===== config.mk =====
export PLATFORM = sky130hd
export DESIGN_NAME = oneshot_bank
export DESIGN_NICKNAME = d
export VERILOG_FILES = /design/src/rtl/oneshot_bank.sv
export SDC_FILE = /design/constraint.sdc
export NUM_CORES = 2
export LEC_CHECK = 0
export BUFFER_PORTS_ARGS = -buffer_cell sky130_fd_sc_hd__buf_2
export CORE_UTILIZATION = 46
export CTS_CLUSTER_DIAMETER = 80
export DETAILED_ROUTE_END_ITERATION = 10
export PLACE_DENSITY = 0.74
export SLEW_MARGIN = 20
export SYNTH_ARGS = -nofsm -noshare
export SYNTH_HDL_FRONTEND = slang
export SYNTH_SLANG_ARGS = --single-unit

===== constraint.sdc =====
create_clock -name clk -period 3.11 [get_ports clk]
set_input_delay 0.1555 -clock clk [delete_from_list [all_inputs] [get_ports clk]]
set_output_delay 0.1555 -clock clk [all_outputs]
set_load 0.005 [all_outputs]

===== src/rtl/oneshot_bank.sv =====
module oneshot_bank #(
  parameter int GRP = 8,
  parameter int CW  = 16
) (
  input  logic                 clk,
  input  logic                 rst_n,
  input  logic                 dn_tick,
  input  logic                 bus_wr,
  input  logic [5:0]           bus_addr,
  input  logic [CW-1:0]        bus_wdata,
  output logic [CW-1:0]        bus_rdata,
  output logic [2*GRP-1:0]     pulse_out,
  output logic                 irq
);
  localparam int NCH = 2 * GRP;
  localparam int IW  = $clog2(NCH);
  localparam logic [IW-1:0] R_RUN = 0, R_FLG = 1, R_IEN = 2, R_LNK = 3,
                            R_TEN = 4, R_MOD = 5, R_CEN = 6, R_FR1 = 7, R_FR2 = 8;

  logic [NCH-1:0] run, flag, ien, link, ten;
  logic [GRP-1:0] mode;
  logic [1:0]     cen;
  logic [CW-1:0]  frc [2];
  logic [CW-1:0]  cnt [NCH];
  logic [CW-1:0]  gcmp [NCH];
  logic [CW-1:0]  ocmp [NCH];

  logic [1:0]    region;
  logic [IW-1:0] idx;
  logic          ctl_wr;
  logic [NCH-1:0] sw_set, flg_clr, start_req, term_hit, flg_set;

  assign region  = bus_addr[IW+1:IW];
  assign idx     = bus_addr[IW-1:0];
  assign ctl_wr  = bus_wr && region == 2'd0;
  assign sw_set  = (ctl_wr && idx == R_RUN) ? bus_wdata[NCH-1:0] : '0;
  assign flg_clr = (ctl_wr && idx == R_FLG) ? bus_wdata[NCH-1:0] : '0;

  for (genvar c = 0; c < NCH; c++) begin : g_ch
    localparam int U = (c >= GRP) ? 1 : 0;
    logic gm, om, st_m, tm_m;
    assign gm = cen[U] && frc[U] == gcmp[c];
    assign om = cen[U] && frc[U] == ocmp[c];
    if (c < GRP) begin : g_one
      assign st_m = mode[c] ? om : gm;
      assign tm_m = mode[c] ? gm : om;
    end else begin : g_two
      assign st_m = om;
      assign tm_m = gm;
    end
    assign start_req[c] = sw_set[c] | (link[c] & st_m);
    assign term_hit[c]  = ten[c] & tm_m;
    assign flg_set[c]   = run[c] ? (term_hit[c] | (dn_tick && cnt[c] == CW'(1)))
                                 : (!term_hit[c] && start_req[c] && cnt[c] == '0);
  end

  always_ff @(posedge clk) begin
    if (!rst_n) begin
      run <= '0; flag <= '0; ien <= '0; link <= '0; ten <= '0;
      mode <= '0; cen <= '0;
      frc[0] <= '0; frc[1] <= '0;
      for (int c = 0; c < NCH; c++) begin
        cnt[c] <= '0; gcmp[c] <= '0; ocmp[c] <= '0;
      end
    end else begin
      if (ctl_wr && idx == R_IEN) ien  <= bus_wdata[NCH-1:0];
      if (ctl_wr && idx == R_LNK) link <= bus_wdata[NCH-1:0];
      if (ctl_wr && idx == R_TEN) ten  <= bus_wdata[NCH-1:0];
      if (ctl_wr && idx == R_MOD) mode <= bus_wdata[GRP-1:0];
      if (ctl_wr && idx == R_CEN) cen  <= bus_wdata[1:0];
      if (ctl_wr && idx == R_FR1) frc[0] <= bus_wdata;
      else if (cen[0])            frc[0] <= frc[0] + 1'b1;
      if (ctl_wr && idx == R_FR2) frc[1] <= bus_wdata;
      else if (cen[1])            frc[1] <= frc[1] + 1'b1;
      flag <= (flag & ~flg_clr) | flg_set;
      for (int c = 0; c < NCH; c++) begin
        if (bus_wr && region == 2'd2 && idx == IW'(c)) gcmp[c] <= bus_wdata;
        if (bus_wr && region == 2'd3 && idx == IW'(c)) ocmp[c] <= bus_wdata;
        if (term_hit[c]) begin
          run[c] <= 1'b0;
        end else if (run[c]) begin
          if (dn_tick) begin
            cnt[c] <= cnt[c] - 1'b1;
            if (cnt[c] == CW'(1)) run[c] <= 1'b0;
          end
        end else begin
          if (start_req[c] && cnt[c] != '0) run[c] <= 1'b1;
          if (bus_wr && region == 2'd1 && idx == IW'(c)) cnt[c] <= bus_wdata;
        end
      end
    end
  end

  always_comb begin
    bus_rdata = '0;
    case (region)
      2'd0: begin
        if (idx == R_RUN) bus_rdata[NCH-1:0] = run;
        if (idx == R_FLG) bus_rdata[NCH-1:0] = flag;
        if (idx == R_IEN) bus_rdata[NCH-1:0] = ien;
        if (idx == R_LNK) bus_rdata[NCH-1:0] = link;
        if (idx == R_TEN) bus_rdata[NCH-1:0] = ten;
        if (idx == R_MOD) bus_rdata[GRP-1:0] = mode;
        if (idx == R_CEN) bus_rdata[1:0]     = cen;
        if (idx == R_FR1) bus_rdata          = frc[0];
        if (idx == R_FR2) bus_rdata          = frc[1];
      end
      2'd1:    bus_rdata = cnt[idx];
      2'd2:    bus_rdata = gcmp[idx];
      default: bus_rdata = ocmp[idx];
    endcase
  end

  assign pulse_out = run;
  assign irq       = |(flag & ien);
endmodule


# After elaboration in Yosys (flattened, before gate mapping)

Memories as Yosys holds them, arrays and structs flattened.
Cells that the tools add are included.
W data, S select, Z words.

Add/subtract/negate cells: 18
Eq/ne operators: 66
Muxes and demuxes: 432
Bitwise operators: 137
Reduce and logical (&&, ||, !) cells: 224

Operators by type and width:

| operator                | count |
|---|---|
| $mux W16                | 77 |
| $eq A16 B16 Y1          | 32 |
| $mux W1                 | 352 |
| $eq A16 B1 Y1 const B   | 16 |
| $logic_not A16 Y1       | 16 |
| $reduce_bool A16 Y1     | 16 |
| $sub A16 B1 Y16 const B | 16 |
| $logic_and A1 B1 Y1     | 157 |
| $or A1 B1 Y1            | 100 |
| $pmux W16 S3            | 1 |
| $add A16 B1 Y16 const B | 2 |
| $and A1 B1 Y1           | 32 |
| $and A16 B16 Y16        | 2 |
| $eq A4 B4 Y1 const B    | 8 |
| $reduce_or A2 Y1        | 16 |
| $eq A4 B3 Y1 const B    | 4 |
| $logic_not A1 Y1        | 16 |
| $not A16 Y16            | 1 |
| $or A16 B16 Y16         | 1 |
| $reduce_or A16 Y1       | 1 |
| $eq A4 B2 Y1 const B    | 2 |
| $mux W8                 | 1 |
| $eq A2 B2 Y1 const B    | 2 |
| $eq A4 B1 Y1 const B    | 1 |
| 5 further kinds         | 5 |

Register bits: 90
Memory bits (writable): 800
Bits of input ports: 26
Logic and storage cells: 903
Memories: 4

Memory list:

| name | words | width | read ports | clocked after Yosys merged registers in | write ports | line | text |
|---|---|---|---|---|---|---|---|
| cnt  | 16    | 16    | 17         | 0                                       | 16          | 24   | `logic [CW-1:0] cnt [NCH];` |
| gcmp | 16    | 16    | 17         | 0                                       | 16          | 25   | `logic [CW-1:0] gcmp [NCH];` |
| ocmp | 16    | 16    | 17         | 0                                       | 16          | 26   | `logic [CW-1:0] ocmp [NCH];` |
| frc  | 2     | 16    | 2          | 0                                       | 2           | 23   | `logic [CW-1:0] frc [2];` |

# Depth between registers and ports, before layout

Depth after elaboration: 11
Mapped depth: 11

# Worst setup path after synthesis

No wires, ideal clock.

Path type: reg2reg
Start: mem frc[0][1]
End: mem cnt[6][0], enable pin
Library setup time: 0.411 ns
Data arrival time: 2.614 ns
Slack: 0.085 ns
Cell stages (with the launch flop): 9
Path buffers: 2
Clock period less this slack: 3.025 ns
Path through: edfxtp_1 buf_4 buf_2 xnor2_1 nand2_1 nor3_1 a22oi_1 inv_1 o21ai_0

RTL lines:

| element            | line |
|---|---|
| start: declaration | 23 |
| end: declaration   | 24 |

==> flow_summary.json <==
{
  "outcome": "complete, but fails checks",
  "violations": "negative hold slack, negative setup slack",
  "worst_slack_ps": -145,
  "vias_per_cell": 6.66,
  "drv_cap": 0,
  "clock_latency_ps": 720,
  "combinationalPowerShare": 0.142,
  "cp.arrival_ps": 3100,
  "wirelength_mm": 198,
  "netlist-cell-type-count": 75,
  "finalWeightedCongestion": 1.11,
  "p_leak_nw": 20.2,
  "wl_per_cell_um": 31.4,
  "drtAntennaViolNets": 0,
  "hold_start": "rst_n",
  "vias": 42000,
  "max_slew.worst_pin.slew_ps": 969,
  "antenna_found_initial": 5,
  "timing.final.crit_share": 1.05,
  "holdWs_ps": -1.75,
  "pin_count": 59,
  "dieArea_um2": 115000,
  "async_reset_ff_frac": 0,
  "initial_utilization": 0.464,
  "netlist_area_um2": 52200,
  "final_cell_mix": "edfxtp_1, nor2_1, xnor2_1",
  "tns_ps": -1320,
  "yosysWarnings": 0,
  "r2r_end": "cnt[1][0]",
  "grt_pass1_wl_mm": 281,
  "hpwl_mm": 141,
  "p_int_mw": 22.2,
  "crit_type": "reg2out",
  "rr_startpoint": "frc[0][14]",
  "switching_power_mw": 8.47,
  "drc": 0,
  "power_density_nw_per_um2": 510,
  "final_net_count": 4787,
  "first_pass_iters": 8,
  "clk_pin_slew_ps": 60,
  "rrSetupSlack_ps": 50,
  "drive_above_1_share": 0.195,
  "ys_seq_area_frac": 0.495,
  "cts_sinks": 890,
  "hold_viol": 2,
  "slew_viol_final": 0,
  "post_dp_cell_area_um2": 55700,
  "finalCoreUtilization": 0.534,
  "htreeDepth": 3,
  "crit_path_max_fanout": 2,
  "final_cell_area_um2": 60000,
  "num_rows": 123,
  "p_sw_frac": 0.276,
  "avgSynthCellArea_um2": 11.6,
  "crit_path_start_kind": "flop",
  "min_period_ps": 3250,
  "nFillCells": 9349,
  "holdPathStages": 4,
  "r2r_cells": 9,
  "worst_clock_skew_ps": 46.5,
  "min_to": "pulse_out[5]",
  "cts_buffer_depth": 3,
  "syn_nets": 4570,
  "portBuffers": 58,
  "rsz0062_at_grt": "yes",
  "die_h_um": 339,
  "max_freq_ghz": 0.307,
  "place_ws_ps": 150,
  "syn_inst": 4510,
  "setup-violations-final": 14,
  "grt_pass1_vias": 39600,
  "clock_tree.root_cell": "clkbuf_16",
  "sequentialPowerShare": 0.469,
  "crit_path_end_kind": "output pin",
  "core-area_um2": 112000,
  "area_delta_synth_final_pct": 15.0,
  "cts_buffers": 96,
  "cts_tree": "done",
  "final_common_cell": "edfxtp_1",
  "die_w_um": 339,
  "relSlewSlack": 0.353,
  "grt_max_degree": 85,
  "critPathRequiredTime_ps": 2950,
  "hp-class": "in2reg",
  "synth_edf_count": 800,
  "overflow": 0,
  "ys_ff_latch": 890,
  "worst_ir_drop_vdd_mv": 0.428,
  "drt_iter0_drc": 7048,
  "track_usage": 0.338,
  "ys.flop_type": "edfxtp_1",
  "p_clk_frac": 0.389
}
-- cells by family after synthesis --
logic type,count (synthesis),synth area share
buf+inv,434,0.0358
simple gates,1494,0.135
xor+xnor,746,0.125
compound gates,627,0.0867
flops,890,0.495
mux,285,0.114
fa+ha+maj,34,0.00815
-- worst max-delay path, stage by stage, from the launching register on --
cell and delay, ps:
edfxtp_1 390, mux4_2 600, mux4_2 630, mux4_2 600, buf_2 170
-- through the flow --
stage / cells / power [mW] / hold slack (ps)
6_report: 6312 / 30.6 / -1.75
4_1_cts: 6277 / 30.4 / 14.9
3_3_place_gp: 6020 / 18.4 / 456
3_5_place_dp: 6020 / 18.5 / 469
2_1_floorplan: 4510 / 16.7 / 418
5_1_grt: 6308 / 31.2 / 25.8
-- state kept, by name (all words and copies together), names as in the netlist --
signal / cells
ten: 16
cnt: 256
mode: 8
flag: 16
ien: 16
pulse_out: 16
cen: 2
gcmp: 256
frc: 32
link: 16
ocmp: 256
-- cell usage after synthesis, drive strengths merged, types with 14 or more instances --
master | number | area (um^2)
and3 | 20 | 125
o211a | 29 | 290
a22oi | 36 | 270
mux2i | 24 | 240
nand2b | 29 | 181
a22o | 14 | 123
nand4 | 96 | 601
ha | 34 | 425
o21ai | 103 | 515
xnor2 | 482 | 4220
nor3 | 137 | 686
o22ai | 35 | 219
o31ai | 25 | 188
nand2 | 338 | 1270
xor2 | 264 | 2310
a211oi | 51 | 383
or4 | 26 | 199
or2 | 16 | 100
nor4 | 109 | 688
dfxtp | 90 | 1800
a21oi | 98 | 494
inv | 86 | 323
nor2b | 17 | 106
or3 | 29 | 181
buf | 146 | 790
clkbuf | 202 | 758
o2bb2ai | 130 | 1140
nand3 | 115 | 576
nor2 | 514 | 1930
mux4 | 248 | 5590
edfxtp | 800 | 24000
-- worst max-delay path by stage --
stage	slack [ps]	from	cells after the start	to
final	-140	ocmp[15][14]	4	bus_rdata[14]
after global routing	-120	ocmp[15][14]	4	bus_rdata[14]
after CTS	-80	ocmp[15][10]	4	bus_rdata[10]
after detailed placement	150	frc[0][5]	7	cnt[7][13]
after global placement	180	frc[0][5]	7	cnt[6][8]
after floorplan	80	frc[0][1]	8	cnt[6][0]
-- power by group through the flow --
stage	combinational [mW]	clock, mW	sequential (mW)
floorplan	2.39	0	14.3
global placement	3.85	0	14.6
detailed placement	3.89	0	14.6
CTS	4.07	11.9	14.3
global route	4.41	12.4	14.4
finish	4.34	11.9	14.4
-- area by class of cell --
| type | count | area, um^2 | share of cell area |
|---|---|---|---|
| Antenna cell | 4 | 10.0 | 0.000167 |
| Inverter | 86 | 325 | 0.00542 |
| Sequential cell | 890 | 25800 | 0.430 |
| Clock buffer | 115 | 2560 | 0.0426 |
| Multi-Input combinational cell | 3186 | 24800 | 0.413 |
| Clock inverter | 64 | 662 | 0.0110 |
| Tap cell | 1500 | 1880 | 0.0313 |
| Timing Repair Buffer | 467 | 3960 | 0.0659 |
-- what timing repair did --
| action | in CTS | in global routing |
|---|---|---|
| setup buffers | 76 | 31 |
| pin swaps | 1 | 1 |
| hold buffers | 2 | 0 |
| endpoints found under the hold margin | 5 | 0 |
| resized for setup | 26 | 20 |
| endpoints found under the setup margin | 16 | 44 |
-- layer usage --
metal | track usage | vias to the layer above | wire [um]
li1 | - | 17300 | -
met1 | 0.427 | 20400 | 68000
met2 | 0.489 | 3543 | 83800
met3 | 0.105 | 801 | 28700
met4 | 0.240 | 12 | 17100
met5 | 0.0200 | - | 423
Note: power is estimated with default switching activity, not from simulation.
